===== src/rtl/dma_seq_pkg.sv =====
package dma_seq_pkg;
  typedef enum logic [1:0] {SZ_BYTE = 2'b00, SZ_WORD = 2'b01, SZ_LONG = 2'b10, SZ_PORT8 = 2'b11} size_e;
  typedef enum logic [1:0] {RQ_RATED = 2'b00, RQ_FULL = 2'b01, RQ_EXT = 2'b10, RQ_HYBRID = 2'b11} reqmode_e;
  typedef enum logic [1:0] {STP_HOLD = 2'b00, STP_INC = 2'b01, STP_DEC = 2'b10, STP_RSVD = 2'b11} step_e;
  typedef enum logic [1:0] {PH_IDLE = 2'b00, PH_ARM = 2'b01, PH_BUS = 2'b10} phase_e;

  localparam logic [3:0] REG_OPW  = 4'd0;
  localparam logic [3:0] REG_CMD  = 4'd1;
  localparam logic [3:0] REG_STAT = 4'd2;
  localparam logic [3:0] REG_CNT  = 4'd3;
  localparam logic [3:0] REG_MEM  = 4'd4;
  localparam logic [3:0] REG_DEV  = 4'd5;
  localparam logic [3:0] REG_VEC  = 4'd6;

  localparam logic [7:0] CODE_ABORT = 8'h11;
  localparam logic [7:0] CODE_ZERO  = 8'h02;

  localparam int OPW_BITS = 15;

  function automatic logic [2:0] size_bytes(input logic [1:0] sz);
    case (sz)
      SZ_WORD: size_bytes = 3'd2;
      SZ_LONG: size_bytes = 3'd4;
      default: size_bytes = 3'd1;
    endcase
  endfunction
endpackage


===== src/rtl/dma_addr_ctr.sv =====
module dma_addr_ctr
  import dma_seq_pkg::*;
#(
  parameter int AW = 24
) (
  input  logic          clk,
  input  logic          rst,
  input  logic          load,
  input  logic [AW-1:0] load_val,
  input  logic          adv,
  input  logic [1:0]    mode,
  input  logic [1:0]    size,
  output logic [AW-1:0] addr
);
  logic [AW-1:0] stride;
  assign stride = AW'(size_bytes(size));

  always_ff @(posedge clk) begin
    if (rst) begin
      addr <= '0;
    end else if (load) begin
      addr <= load_val;
    end else if (adv) begin
      case (mode)
        STP_INC: addr <= addr + stride;
        STP_DEC: addr <= addr - stride;
        default: addr <= addr;
      endcase
    end
  end

  assert_hold_mode_R3: assert property (@(posedge clk) disable iff (rst)
    (adv && !load && (mode == STP_HOLD)) |=> $stable(addr));
endmodule


===== src/rtl/dma_req_gen.sv =====
module dma_req_gen
  import dma_seq_pkg::*;
#(
  parameter int GAP_CYCLES = 4
) (
  input  logic       clk,
  input  logic       rst,
  input  logic       arm,
  input  logic       beat,
  input  logic [1:0] mode,
  input  logic       req_in,
  output logic       permit
);
  localparam int GW = $clog2(GAP_CYCLES + 1);

  logic [GW-1:0] gap_cnt;
  logic          first_q;

  always_ff @(posedge clk) begin
    if (rst) begin
      gap_cnt <= '0;
      first_q <= 1'b0;
    end else begin
      if (arm) begin
        gap_cnt <= '0;
        first_q <= 1'b1;
      end else if (beat) begin
        gap_cnt <= GW'(GAP_CYCLES);
        first_q <= 1'b0;
      end else if (gap_cnt != '0) begin
        gap_cnt <= gap_cnt - GW'(1);
      end
    end
  end

  always_comb begin
    case (mode)
      RQ_RATED:  permit = (gap_cnt == '0);
      RQ_FULL:   permit = 1'b1;
      RQ_EXT:    permit = req_in;
      default:   permit = first_q | req_in;
    endcase
  end

  assert_rated_spacing_R8: assert property (@(posedge clk) disable iff (rst)
    (beat && (mode == RQ_RATED)) |=> !permit);
endmodule


===== src/rtl/dma_chan_seq.sv =====
module dma_chan_seq
  import dma_seq_pkg::*;
#(
  parameter int AW         = 24,
  parameter int DW         = 32,
  parameter int CW         = 32,
  parameter int GAP_CYCLES = 4
) (
  input  logic          clk,
  input  logic          rst,
  input  logic          wr_en,
  input  logic [3:0]    wr_addr,
  input  logic [DW-1:0] wr_data,
  input  logic [3:0]    rd_addr,
  output logic [DW-1:0] rd_data,
  input  logic          req_in,
  output logic          xfer_valid,
  input  logic          xfer_ack,
  output logic [AW-1:0] xfer_mem_addr,
  output logic [AW-1:0] xfer_dev_addr,
  output logic [1:0]    xfer_size,
  output logic          xfer_to_mem,
  output logic [2:0]    xfer_mem_fc,
  output logic [2:0]    xfer_dev_fc,
  output logic          irq,
  output logic [7:0]    irq_vector
);
  localparam int NSIDE = 2;

  phase_e              phase_q, phase_d;
  logic [OPW_BITS-1:0] opw_q;
  logic [CW-1:0]       count_q;
  logic [7:0]          vec_ok_q, vec_err_q, code_q;
  logic                halt_q, cont_q, mask_q, done_q, err_q;
  logic                idle, cmd_wr, stat_wr, start_req, go, zero_start;
  logic                abort_req, beat, last, issue, permit;
  logic [AW-1:0]       ptr   [NSIDE];
  logic                ld    [NSIDE];
  logic [1:0]          smode [NSIDE];

  assign idle       = (phase_q == PH_IDLE);
  assign cmd_wr     = wr_en && (wr_addr == REG_CMD);
  assign stat_wr    = wr_en && (wr_addr == REG_STAT);
  assign start_req  = cmd_wr && wr_data[0] && idle;
  assign go         = start_req && (count_q != '0);
  assign zero_start = start_req && (count_q == '0);
  assign abort_req  = cmd_wr && wr_data[3] && !idle;
  assign beat       = (phase_q == PH_BUS) && xfer_ack;
  assign last       = beat && (count_q == CW'(1));
  assign issue      = (phase_q == PH_ARM) && permit && !halt_q;

  always_comb begin
    phase_d = phase_q;
    if (abort_req) begin
      phase_d = PH_IDLE;
    end else begin
      case (phase_q)
        PH_IDLE: if (go) phase_d = PH_ARM;
        PH_ARM:  if (issue) phase_d = PH_BUS;
        PH_BUS:  if (beat) phase_d = last ? PH_IDLE : PH_ARM;
        default: phase_d = PH_IDLE;
      endcase
    end
  end

  dma_req_gen #(.GAP_CYCLES(GAP_CYCLES)) u_reqgen (
    .clk    (clk),
    .rst    (rst),
    .arm    (go),
    .beat   (beat),
    .mode   (opw_q[4:3]),
    .req_in (req_in),
    .permit (permit)
  );

  assign smode[0] = opw_q[6:5];
  assign smode[1] = opw_q[8:7];
  assign ld[0]    = wr_en && (wr_addr == REG_MEM) && idle;
  assign ld[1]    = wr_en && (wr_addr == REG_DEV) && idle;

  for (genvar s = 0; s < NSIDE; s++) begin : g_side
    dma_addr_ctr #(.AW(AW)) u_ctr (
      .clk      (clk),
      .rst      (rst),
      .load     (ld[s]),
      .load_val (wr_data[AW-1:0]),
      .adv      (beat),
      .mode     (smode[s]),
      .size     (opw_q[2:1]),
      .addr     (ptr[s])
    );
  end

  always_ff @(posedge clk) begin
    if (rst) begin
      phase_q    <= PH_IDLE;
      opw_q      <= '0;
      count_q    <= '0;
      vec_ok_q   <= '0;
      vec_err_q  <= '0;
      code_q     <= '0;
      halt_q     <= 1'b0;
      cont_q     <= 1'b0;
      mask_q     <= 1'b0;
      done_q     <= 1'b0;
      err_q      <= 1'b0;
      irq        <= 1'b0;
      irq_vector <= '0;
    end else begin
      phase_q <= phase_d;
      if (wr_en && (wr_addr == REG_OPW) && idle) opw_q <= wr_data[OPW_BITS-1:0];
      if (wr_en && (wr_addr == REG_VEC)) begin
        vec_ok_q  <= wr_data[7:0];
        vec_err_q <= wr_data[15:8];
      end
      if (cmd_wr) begin
        cont_q <= wr_data[1];
        halt_q <= wr_data[2];
        mask_q <= wr_data[4];
      end
      if (wr_en && (wr_addr == REG_CNT) && idle) count_q <= wr_data[CW-1:0];
      else if (beat) count_q <= count_q - CW'(1);
      if (stat_wr && wr_data[0]) done_q <= 1'b0;
      if (stat_wr && wr_data[1]) begin
        err_q  <= 1'b0;
        code_q <= '0;
      end
      if (go) begin
        done_q <= 1'b0;
        err_q  <= 1'b0;
        code_q <= '0;
      end
      if (zero_start) begin
        done_q <= 1'b0;
        err_q  <= 1'b1;
        code_q <= CODE_ZERO;
      end
      if (abort_req) begin
        err_q  <= 1'b1;
        code_q <= CODE_ABORT;
      end else if (last) begin
        done_q <= 1'b1;
      end
      irq        <= (done_q | err_q) & ~mask_q;
      irq_vector <= err_q ? vec_err_q : vec_ok_q;
    end
  end

  always_ff @(posedge clk) begin
    if (rst) begin
      rd_data <= '0;
    end else begin
      case (rd_addr)
        REG_OPW:  rd_data <= DW'(opw_q);
        REG_CMD:  rd_data <= DW'({mask_q, 1'b0, halt_q, cont_q, 1'b0});
        REG_STAT: rd_data <= DW'({code_q, 5'd0, !idle, err_q, done_q});
        REG_CNT:  rd_data <= DW'(count_q);
        REG_MEM:  rd_data <= DW'(ptr[0]);
        REG_DEV:  rd_data <= DW'(ptr[1]);
        REG_VEC:  rd_data <= DW'({vec_err_q, vec_ok_q});
        default:  rd_data <= '0;
      endcase
    end
  end

  assign xfer_valid    = (phase_q == PH_BUS);
  assign xfer_mem_addr = ptr[0];
  assign xfer_dev_addr = ptr[1];
  assign xfer_size     = opw_q[2:1];
  assign xfer_to_mem   = opw_q[0];
  assign xfer_mem_fc   = opw_q[11:9];
  assign xfer_dev_fc   = opw_q[14:12];

  assert_hold_until_ack_R5: assert property (@(posedge clk) disable iff (rst)
    (xfer_valid && !xfer_ack && !abort_req) |=>
      (xfer_valid && $stable(xfer_mem_addr) && $stable(xfer_dev_addr)));
  assert_count_step_R5: assert property (@(posedge clk) disable iff (rst)
    beat |=> (count_q == $past(count_q) - CW'(1)));
  assert_halt_blocks_R11: assert property (@(posedge clk) disable iff (rst)
    (halt_q && !xfer_valid) |=> !xfer_valid);
  assert_ext_needs_req_R9: assert property (@(posedge clk) disable iff (rst)
    ($rose(xfer_valid) && (opw_q[4:3] == RQ_EXT)) |-> $past(req_in));
  assert_mask_quiet_R7: assert property (@(posedge clk) disable iff (rst)
    $past(mask_q) |-> !irq);
  assert_abort_stops_R12: assert property (@(posedge clk) disable iff (rst)
    abort_req |=> (err_q && !xfer_valid && (code_q == CODE_ABORT)));
  assert_zero_start_R13: assert property (@(posedge clk) disable iff (rst)
    zero_start |=> (err_q && idle));
endmodule


===== config.mk =====
export PLATFORM = sky130hd
export DESIGN_NAME = dma_chan_seq
export DESIGN_NICKNAME = d
export VERILOG_FILES = /design/src/rtl/dma_seq_pkg.sv /design/src/rtl/dma_addr_ctr.sv /design/src/rtl/dma_req_gen.sv /design/src/rtl/dma_chan_seq.sv
export SDC_FILE = /design/constraint.sdc
export NUM_CORES = 1
export LEC_CHECK = 0
export BUFFER_PORTS_ARGS = -buffer_cell sky130_fd_sc_hd__buf_2
export CAP_MARGIN = 20
export CORE_ASPECT_RATIO = 0.8
export CORE_MARGIN = 3
export CORE_UTILIZATION = 35
export DETAILED_ROUTE_END_ITERATION = 12
export SYNTH_ARGS = -nofsm -noshare
export SYNTH_HDL_FRONTEND = slang
export SYNTH_HIERARCHICAL = 1
export SYNTH_SLANG_ARGS = --single-unit

===== constraint.sdc =====
create_clock -name clk -period 6.84 [get_ports clk]
set_input_delay 0.342 -clock clk [delete_from_list [all_inputs] [get_ports clk]]
set_output_delay 0.342 -clock clk [all_outputs]
set_load 0.03 [all_outputs]

==> impl_metrics.toml <==
[yosys]
synth_compound_area_share_pct = 26.07
synth_top_family_by_area = "compound AO/OA/AOI/OAI gates"
synth_area_leader_cell = "dfxtp_1"
ys_seq_elements = 165
synthCells = 1249
synth_warnings = 6
synth_nets = 1353
synth.cell_area_mm2 = 0.01026
synth_edf_count = 0
netlist_top_cells_area = "dfxtp_1 32%, ha_1 7.0%, a21oi_1 5.9%, mux2i_1 5.1%, nor2_1 4.7%"
synth_ff_type = "dfxtp_1"
ys_seq_area_share_pct = 32.20
synthMuxAreaShare_pct = 5.512
synth-xor-area-share_pct = 2.390
syn_avg_cell_area_um2 = 8.214
synthSimpleGateAreaFrac_pct = 21.27
synthAdderAreaFrac_pct = 7.341
synth.distinct_cells = 95
synth-async-reset-ratio_pct = 0
synth_top_area_share_pct = 32.20

[placed_design]
gp_congestion = 0.8980
dp_cells = 1691
place_area_mm2 = 0.01121
hpwl_mm = 28.77
port_buffers = 143

[layout]
stdcell_area_mm2 = 0.01183
syn_to_final_growth_pct = 15.28
nFillCells = 2884
seq_area_mm2 = 0.003303
antenna_cells = 0
final_common_cell = "dfxtp_1"
final_nets = 1445
layout_common_cells = "165 x dfxtp_1, 143 x buf_2, 126 x nor2_1"
final_cell_count_no_fill = 1724
multi_input_area_mm2 = 0.006452
drive_above_1_share_pct = 17.28

[route]
first_pass_iters = 6
viasPerCell = 6.021
drt_iter0_markers = 1313
drtAntennaViolNets = 0
wl_per_cell_um = 22.62
dr_total_vias = 10380
routed_wl_mm = 39.00
route.detailed.drc = 0

[critical_path]
cp.required_ns = 7.14
crit_path_max_incr_delay_ns = 0.53
cp-startpoint = "phase_q[1]"
critPathSlowestCell = "o211ai_1"
reg2reg_depth = 10
critPathLaunchType = "flop"
cp-end-kind = "flop"
r2r-start = "phase_q[1]"
cp-endpoint = "g_side[0].u_ctr/addr[19]"
crit_chain = "nor3_1 > nand4b_1 > nor2_2 > buf_4 > inv_1 > o211ai_1 > nor2_1 > and3_1 > mux2i_1 > o311ai_0"
path_buf_inv = 2
crit_type = "reg2reg"
crit_arrival_ns = 3.80
critPathMaxFanout = 29
cpLargestDelayFamily = "simple AND/OR/NAND/NOR gates"
r2r_end = "g_side[0].u_ctr/addr[19]"
path_depth = 10
r2r_slack_ns = 3.34

[grt]
grt.total_usage_pct = 24.11
grt.met2_usage_pct = 35.14
overflow = 0
use_met1_pct = 35.34
grt_max_degree = 53
grt_pass1_wl_mm = 58.77
grt_pass1_vias = 9407
use_met3_pct = 5.035
grt-busiest-layer = "met1"
antenna_found_initial = 0

[cts]
cts_buffers = 17
cts_sinks = 165
cts-resized-gates = 0
clk_pin_slew_ns = 0.07
cts_hold_buf = 0
clock_path_buffers = 2
root_buffer = "clkbuf_16"
cts_tree = "built"
clkLatencyLatePin_ns = 0.44
postCtsSetupRepairBufs = 0
htreeDepth = 4

[power_and_ir_drop]
powerDensity_mw_per_mm2 = 192.4
vdd_ir_drop_max_v = 0.0001703
power_leakage_nw = 4.959

[floorplan]
initial_core_util_pct = 35.93
rows = 55
io_pins = 144
core_mm2 = 0.02856
dieArea_mm2 = 0.03142
die_h_um = 159.1
die_w_um = 197.4

[timing]
finalSetupViolCount = 0
fin_crit_ns = 3.501
hold_violations = 0
post-route-period-util_pct = 51.18
tightest_slew_ns = 0.9864
slew_headroom_pct = 34.08
fmax_mhz = 285.7
grt_setup_unrepaired = "false"
tns_ns = 0
fin_worst_skew_ns = 0.01129
maxSlewViolCount = 0

[job]
drv_cap = 0

[run_status]
outcome = "finished, final reports clean"

[min_path]
min_path_type = "in2reg"
hold_start = "wr_data[26]"
==> how the worst min path moves through the flow <==
stage	endpoint	slack [ns]	cells past startpoint
3_3_place_gp	irq	0.45	1
4_1_cts	count_q[26]	0.18	3
2_1_floorplan	u_reqgen/gap_cnt[1]	0.41	1
3_5_place_dp	irq	0.46	1
5_1_grt	count_q[26]	0.19	3
6_report	count_q[26]	0.19	3
==> metal layers <==
layer | vias to the layer above | routed length, um
met1 | 4980 | 17900
met4 | 0 | 1199
met3 | 68 | 3359
met5 | - | 0
li1 | 4851 | -
met2 | 482 | 16540
==> cell families (layout without fill, tap and decap cells) <==
family / count (synthesis) / count (layout)
compound gates: 380 / 380
xor+xnor: 28 / 28
fa+ha+maj: 59 / 59
buf+inv: 126 / 231
flops: 165 / 165
mux: 56 / 56
simple gates: 435 / 435
==> cell type report <==
type | count | share of cell area, %
multi-input combinational | 958 | 54.55
sequential | 165 | 27.93
timing repair buffer | 161 | 7.193
tap | 370 | 3.914
clock buffer | 18 | 3.628
clock inverter | 14 | 1.576
inverter | 38 | 1.206
==> sequential cells by signal, indices dropped and copies added (netlist names) <==
| name | flops |
|---|---|
| g_side.u_ctr/addr | 48 |
| count_q | 32 |
| rd_data | 32 |
| opw_q | 15 |
| irq_vector | 8 |
| vec_err_q | 8 |
| vec_ok_q | 8 |
| u_reqgen/gap_cnt | 3 |
| code_q | 2 |
| phase_q | 2 |
| cont_q | 1 |
| done_q | 1 |
| err_q | 1 |
| halt_q | 1 |
| irq | 1 |
| mask_q | 1 |
| u_reqgen/first_q | 1 |
==> cells in the mapped netlist (5+ instances only) <==
master    number
a222oi_1      24
o311ai_0       7
or2_2          5
nand2b_1       5
buf_4          8
a31oi_1       14
dfxtp_1      165
a22oi_1       13
o21a_1        14
mux2i_1       52
o21ai_0       44
nor2_1       128
o22ai_1        6
clkbuf_1      67
nor4_1        17
xnor2_1       22
a21oi_1      121
a32oi_1        5
o211ai_1       9
xor2_1         6
a221oi_1       7
and2_1        16
or3_1         18
nand3_1       37
a311oi_1       8
buf_2          6
or4_1          7
a21o_1        19
nor2b_1       18
a211oi_1      18
a211o_1        8
inv_1         38
nand4_1       11
nand2_1       83
o211a_1        6
and3_1        22
ha_1          57
nor3_1        36
==> power by group <==
| group | internal, mW | leakage, nW | switching (mW) | total, mW |
|---|---|---|---|---|
| Combinational | 0.0794 | 3.33 | 0.154 | 0.233 |
| Clock | 0.586 | 0.295 | 0.458 | 1.04 |
| Sequential | 0.977 | 1.33 | 0.0214 | 0.998 |
==> worst reg2reg max path: cells and delay by family, from the launching register on <==
kind | cells | cell delay, ns
buffers and inverters | 2 | 0.76
and+or+nand+nor | 5 | 1.46
DFF | 1 | 0.33
muxes | 1 | 0.13
AOI/OAI and AO/OA | 2 | 0.67
==> stage by stage <==
| step | power, mW | setup slack [ns] | hold WS (ns) | utilization, % |
|---|---|---|---|---|
| floorplan | 1.161 | 3.914 | 0.4109 | - |
| global placement | 1.246 | 3.325 | 0.4478 | 39.24 |
| detailed placement | 1.249 | 3.314 | 0.4568 | 39.24 |
| CTS | 2.284 | 3.424 | 0.1778 | 41.40 |
| global route | 2.349 | 3.041 | 0.1864 | 41.42 |
| finish | 2.276 | 3.339 | 0.1864 | 41.42 |
(Power assumes the default switching activity.)
